==> config.mk <==
export PLATFORM = sky130hd
export DESIGN_NAME = dual_slot_splitter
export DESIGN_NICKNAME = d
export VERILOG_FILES = /design/src/rtl/dual_slot_splitter.sv
export SDC_FILE = /design/constraint.sdc
export NUM_CORES = 1
export LEC_CHECK = 0
export BUFFER_PORTS_ARGS = -buffer_cell sky130_fd_sc_hd__buf_2
export CORE_AREA = 5 5 329 331
export DETAILED_ROUTE_END_ITERATION = 8
export DIE_AREA = 0 0 334 336
export PLACE_DENSITY_LB_ADDON = 0.12
export SETUP_SLACK_MARGIN = 0.3
export SLEW_MARGIN = 20
export SYNTH_ARGS = -nofsm -noshare
export SYNTH_HDL_FRONTEND = slang
export SYNTH_SLANG_ARGS = --single-unit
==> constraint.sdc <==
create_clock -name clk -period 41 [get_ports clk]
set_input_delay 2.05 -clock clk [delete_from_list [all_inputs] [get_ports clk]]
set_output_delay 2.05 -clock clk [all_outputs]
set_load 0.01 [all_outputs]
==> src/rtl/dual_slot_splitter.sv <==
module dual_slot_splitter #(
  parameter int HALF_W   = 256,
  parameter int EMPTY_W  = 3,
  parameter int REGION_W = 3,
  parameter int PF_W     = 2,
  parameter int VF_W     = 11
) (
  input  logic                  clk,
  input  logic                  rst_n,
  input  logic [1:0]            in_valid,
  input  logic [1:0]            in_sop,
  input  logic [1:0]            in_eop,
  input  logic [2*HALF_W-1:0]   in_data,
  input  logic [2*EMPTY_W-1:0]  in_empty,
  input  logic [2*REGION_W-1:0] in_region,
  input  logic [2*PF_W-1:0]     in_pf,
  input  logic [1:0]            in_vf_active,
  input  logic [2*VF_W-1:0]     in_vf_num,
  output logic                  in_ready,
  output logic                  out_valid,
  input  logic                  out_ready,
  output logic [HALF_W-1:0]     out_data,
  output logic                  out_sop,
  output logic                  out_eop,
  output logic [EMPTY_W-1:0]    out_empty,
  output logic [REGION_W-1:0]   out_region,
  output logic [PF_W-1:0]       out_pf,
  output logic                  out_vf_active,
  output logic [VF_W-1:0]       out_vf_num
);
  localparam int TAG_W = REGION_W + PF_W + 1 + VF_W;

  logic [1:0]         pend;
  logic [HALF_W-1:0]  buf_data  [2];
  logic [EMPTY_W-1:0] buf_empty [2];
  logic [TAG_W-1:0]   buf_tag   [2];
  logic [TAG_W-1:0]   in_tag    [2];
  logic [1:0]         buf_sop, buf_eop;
  logic [TAG_W-1:0]   cur_tag, sel_tag;
  logic               sel, fire, accept;

  always_comb
    for (int h = 0; h < 2; h++)
      in_tag[h] = {in_region[h*REGION_W +: REGION_W], in_pf[h*PF_W +: PF_W],
                   in_vf_active[h], in_vf_num[h*VF_W +: VF_W]};

  assign sel       = ~pend[0];
  assign out_valid = |pend;
  assign fire      = out_valid & out_ready;
  assign in_ready  = (pend != 2'b11) && (pend == 2'b00 || out_ready);
  assign accept    = in_ready & (|in_valid);

  assign out_data  = buf_data[sel];
  assign out_sop   = buf_sop[sel];
  assign out_eop   = buf_eop[sel];
  assign out_empty = out_eop ? buf_empty[sel] : '0;
  assign sel_tag   = out_sop ? buf_tag[sel] : cur_tag;
  assign {out_region, out_pf, out_vf_active, out_vf_num} = sel_tag;

  always_ff @(posedge clk) begin
    if (!rst_n) begin
      pend    <= '0;
      cur_tag <= '0;
    end else begin
      if (accept)    pend      <= in_valid;
      else if (fire) pend[sel] <= 1'b0;
      if (fire && out_sop) cur_tag <= sel_tag;
    end
  end

  always_ff @(posedge clk)
    if (accept) begin
      buf_sop <= in_sop;
      buf_eop <= in_eop;
      for (int h = 0; h < 2; h++) begin
        buf_data[h]  <= in_data[h*HALF_W +: HALF_W];
        buf_empty[h] <= in_empty[h*EMPTY_W +: EMPTY_W];
        buf_tag[h]   <= in_tag[h];
      end
    end

  logic             open_q;
  logic [TAG_W-1:0] seen_tag;
  always_ff @(posedge clk) begin
    if (!rst_n) begin
      open_q   <= 1'b0;
      seen_tag <= '0;
    end else if (fire) begin
      open_q <= !out_eop;
      if (out_sop) seen_tag <= {out_region, out_pf, out_vf_active, out_vf_num};
    end
  end

  p_hold_stable_r8: assert property (@(posedge clk) disable iff (!rst_n)
    out_valid && !out_ready |=> out_valid && $stable(out_data) && $stable(out_sop)
      && $stable(out_eop) && $stable(out_empty) && $stable(out_region));

  p_pair_stall_r3: assert property (@(posedge clk) disable iff (!rst_n)
    in_ready && in_valid == 2'b11 |=> !in_ready);

  p_upper_start_r4: assert property (@(posedge clk) disable iff (!rst_n)
    in_ready && in_valid[1] && in_sop[1] |-> in_valid[0] && in_eop[0]);

  p_sop_closed_r9: assert property (@(posedge clk) disable iff (!rst_n)
    out_valid && out_sop |-> !open_q);

  p_cont_open_r9: assert property (@(posedge clk) disable iff (!rst_n)
    out_valid && !out_sop |-> open_q);

  p_tag_repeat_r6: assert property (@(posedge clk) disable iff (!rst_n)
    out_valid && !out_sop && open_q |->
      {out_region, out_pf, out_vf_active, out_vf_num} == seen_tag);
endmodule

; ---- Word level (Yosys, flattened, before mapping)
; Memory sizes are Yosys's and may differ from the RTL's.
; Cells that the tools add are included.
[classes]
n_lt_le_gt_ge = 2
eq_ne = 1
muxes = 12
n_bitwise = 5
n_reduce_logical = 8
[op_table]
columns = op, count
row1 = 2-to-1 mux 17 bit, 1
row2 = 2-to-1 mux 1 bit, 7
row3 = 2-to-1 mux 2 bit, 2
row4 = OR reduction 2 bit, 2
row5 = logical AND 1 bit, 3
row6 = 2-to-1 mux 3 bit, 1
row7 = bitwise AND 1 bit, 2
row8 = bitwise AND 2 bit, 1
row9 = logical NOT 2 bit, 1
row10 = < comparator 1 x 2 -> 1 bit (second input constant), 1
row11 = != test 2 bit (second input constant), 1
row12 = NOT 2 bit, 1
row13 = nonzero test 2 bit, 1
row14 = demux 1 bit (select 1 bit), 1
row15 = greater-or-equal comparator 1 bit (second input constant), 1
row16 = logical OR 1 bit, 1
row17 = NOT 1 bit, 1
[word_totals]
ff_bits = 23
ramBits = 552
output_inout_bits = 280
n_memories = 3
[mem_list]
columns = memory, words, word_bits, read_ports, rd_clocked_by_memory_dff, write_ports, line
row1 = buf_data, 2, 256, 1, 0, 2, 34  ; logic [HALF_W-1:0] buf_data [2];
row2 = buf_tag, 2, 17, 1, 0, 2, 36  ; logic [TAG_W-1:0] buf_tag [2];
row3 = buf_empty, 2, 3, 1, 0, 2, 35  ; logic [EMPTY_W-1:0] buf_empty [2];

; ---- Depth between registers and ports, before layout
[depth]
ltp_word = 9
depth_mapped = 6
mapped_depth_nobuf = 3

; ---- Least setup slack after synthesis
; Ideal clock, no wire load.
[synth_timing]
kind = input-to-reg
from = input out_ready
to = memory buf_data[0][0], enable pin
setup_ns = 0.974
arrival_ns = 14.730
t_required_ns = 40.026
setup_slack_ns = 25.296
stages = 3
n_path_buf = 0
cell_sequence = nand2b_1 > a21oi_1 > o21a_1
[synth_rtl]
columns = item, line
row1 = start: declaration, 21  ; input logic out_ready,
row2 = end: declaration, 34

==> impl_metrics.tcl <==
set metrics [dict create \
    outcome "complete, no violations" \
    via_per_inst 3.73 \
    ys.flop_type "edfxtp_1" \
    clk_path_buf_depth 3 \
    grt_use_total_pct 11.6 \
    setup_viol 0 \
    final_util_pct 27.8 \
    critPathLaunch "out_ready" \
    synth.area.mux_share_pct 15.0 \
    wl_met1_mm 22.2 \
    synth_compound_area_share_pct 1.42 \
    grt_pass1_vias 13500 \
    hp-class "flop to flop" \
    leakagePower_nw 11.4 \
    core_um2 105000 \
    ys.warnings.count 0 \
    vdd_ir_drop_max_v 0.0000312 \
    cap_violations 0 \
    hold_start "cur_tag[11]" \
    area_growth_pct 39.1 \
    wl_met3_mm 6.74 \
    htree_levels 3 \
    path_clk_slew_ns 0.06 \
    start_util_pct 20.0 \
    comb_power_share_pct 11.0 \
    cp.arrival_ns 6.62 \
    setup_tns_ns 0 \
    timing.final.crit_share_pct 15.6 \
    dieArea_um2 112000 \
    rrSetupSlack_ns 35.08 \
    rsz0062_at_grt "no" \
    fin_skew_ns 0.0166 \
    path_class "primary input to flop" \
    synthCells 983 \
    clk_latency_ns 0.62 \
    routedWlPerCell_um 20.8 \
    numClockSinks 575 \
    cts_hold_buf 0 \
    slew_headroom_pct 30.5 \
    cts_tree "built" \
    synth_edf_count 556 \
    cpPeakStageDelay_ns 0.92 \
    rows 119 \
    synth_fp_nets 1544 \
    fin_cells 3332 \
    drive_above_1_share_pct 52.5 \
    cp_common_cell "buf_4" \
    worst-path-buf-inv 5 \
    switching_power_w 0.000364 \
    place_inst 3184 \
    netlist.area_leader.share_pct 79.7 \
    critPathRequiredTime_ns 41.23 \
    synthDistinctLibCells 28 \
    critPathMaxFanout 80 \
    post_cts_resized 0 \
    hold_viol_final 0 \
    synthSimpleGateAreaFrac_pct 1.06 \
    dr_wl_met2_mm 37.7 \
    ys_top_cells_by_area "edfxtp_1 (80%), mux2_1 (12%), mux2_2 (2.2%)" \
    cp-end-kind "flop" \
    crit_chain "buf_2 -> nand2b_1 -> a21oi_1 -> o21a_4 -> buf_4 -> buf_4 -> buf_4 -> buf_4" \
    seq_area_frac_synth_pct 81.5 \
    grt_pass1_wl_mm 94.7 \
    p_clk_share_pct 41.1 \
    intPower_w 0.00115 \
    yosys-top-cells-count "edfxtp_1 (556), mux2_1 (216), mux2_2 (41)" \
    pwr_density_cell_nw_per_um2 51.9 \
    syn_area_per_cell_um2 21.3 \
    synth_most_common_cell "edfxtp_1" \
    num_vias 12400 \
    antenna_left 0 \
    numPortBuffers 840 \
    async_flop_share_pct 0 \
    synth_top_family_by_area "multiplexers" \
    cts_made_buffers 71 \
    drv_slew 0 \
    ys_ff_latch 575 \
    clock-root-buffer "clkbuf_16" \
    routabilityCongestion 0.770 \
    sw_frac_of_total_pct 24.1 \
    pin_count 841 \
    cts_post_setup_buffers_inserted 0 \
    yosys.area_share.xor_xnor_pct 0 \
    antenna_found_initial 45 \
    finalCriticalPeriod_ns 6.38 \
    drt-initial-drc-count 479 \
    grt_max_degree 173 \
    netlist_area_um2 21000 \
    power_w 0.00151 \
    grt-ovfl-total 0 \
    worstSetupStartpointType "primary input" \
    reg2reg_from "pend[0]" \
    fmax_ghz 0.157 \
    die_w_um 334 \
    dp_hpwl_mm 52.1 \
    power_frac_seq_pct 47.9 \
    die-height_um 336 \
    dr.pass1.iters 5 \
    worst-slew-pin-transition_ns 1.04 \
    drc 0 \
    wl_mm 69.4 \
    fill_cells 10800 \
    routed.top_layer "met5" \
    nNetsFinal 2427 \
    crit_family "buffers and inverters" \
    yosysTopAreaCell "edfxtp_1" \
    slowest_stage "buf_4" \
    synth_adder_area_share_pct 0 \
]
==> power groups by stage <==
stage	Clock, W	Combinational, W	Sequential (W)
4_1_cts	0.000650	0.000172	0.000725
2_1_floorplan	0	0.0000814	0.000761
6_report	0.000622	0.000166	0.000724
3_3_place_gp	0	0.000171	0.000736
5_1_grt	0.000673	0.000181	0.000729
3_5_place_dp	0	0.000172	0.000737
==> flip-flops by register name (all words and copies together) (netlist names) <==
| signal | count |
|---|---|
| buf_data | 512 |
| buf_eop | 2 |
| buf_empty | 6 |
| buf_tag | 34 |
| cur_tag | 17 |
| buf_sop | 2 |
| pend | 2 |
==> worst register-to-register path, cell delays in order, from the launching register on <==
cell and delay [ns]:
dfxtp_4 0.50, buf_4 0.40, nand2b_1 0.30, a21oi_1 0.24, o21a_4 0.47, buf_4 0.75
buf_4 0.83, buf_4 1.00, buf_4 0.99
==> cell type report <==
type | count | area [um2] | area share [%]
Sequential cell | 575 | 17100 | 58.6
Timing Repair Buffer | 851 | 4300 | 14.8
Multi-Input combinational cell | 364 | 3660 | 12.6
Clock buffer | 87 | 1860 | 6.38
Tap cell | 1391 | 1740 | 5.97
Clock inverter | 38 | 437 | 1.50
Antenna cell | 23 | 57.6 | 0.197
Inverter | 3 | 11.3 | 0.0386
==> worst paths after layout <==
check,to,depth (start not counted)
max,buf_data[0][21],8
min,cur_tag[11],3
max reg2reg,buf_data[0][21],8
min reg2reg,cur_tag[11],3
==> cell families (layout without fill, tap and decap cells) <==
| logic type | count (synthesis) | in the layout |
|---|---|---|
| flops | 575 | 575 |
| mux | 281 | 281 |
| compound gates | 37 | 37 |
| buf+inv | 44 | 979 |
| simple gates | 46 | 46 |
| other cells | 0 | 23 |
==> layer usage <==
layer	vias to the layer above	global-route usage, %
li1	5698	-
met1	6024	10.7
met2	534	21.8
met3	153	5.43
met4	34	5.16
met5	-	0
==> layout by cell type (no fill, tap or decap), types with 2 or more instances in the layout <==
cell	Yosys	layout
or2_1	2	2
a211oi_1	4	4
a31o_1	2	2
buf_4	0	10
clkinv_8	0	2
nor3_1	17	17
clkinvlp_4	0	4
bufinv_16	0	7
inv_6	0	2
mux2i_1	24	24
mux2_2	41	41
buf_2	32	840
edfxtp_1	556	556
inv_1	3	3
nand2_1	3	3
a211oi_2	10	10
clkinv_2	0	10
nor2b_1	2	2
clkbuf_16	0	72
dfxtp_1	19	18
clkbuf_1	7	15
mux2_1	216	216
a21oi_1	15	15
clkinv_1	0	10
nor2_1	17	17
diode_2	0	23
==> metrics by stage <==
| stage | worst slack [ns] | hold slack [ns] | instance area (um2) |
|---|---|---|---|
| after floorplan | 25.30 | 0.548 | 21000 |
| after global placement | 33.95 | 0.564 | 26800 |
| after detailed placement | 33.85 | 0.573 | 26800 |
| after CTS | 34.51 | 0.597 | 29100 |
| after global routing | 34.31 | 0.633 | 29100 |
| final | 34.62 | 0.593 | 29100 |
Note: power is estimated with default switching activity, not from simulation.
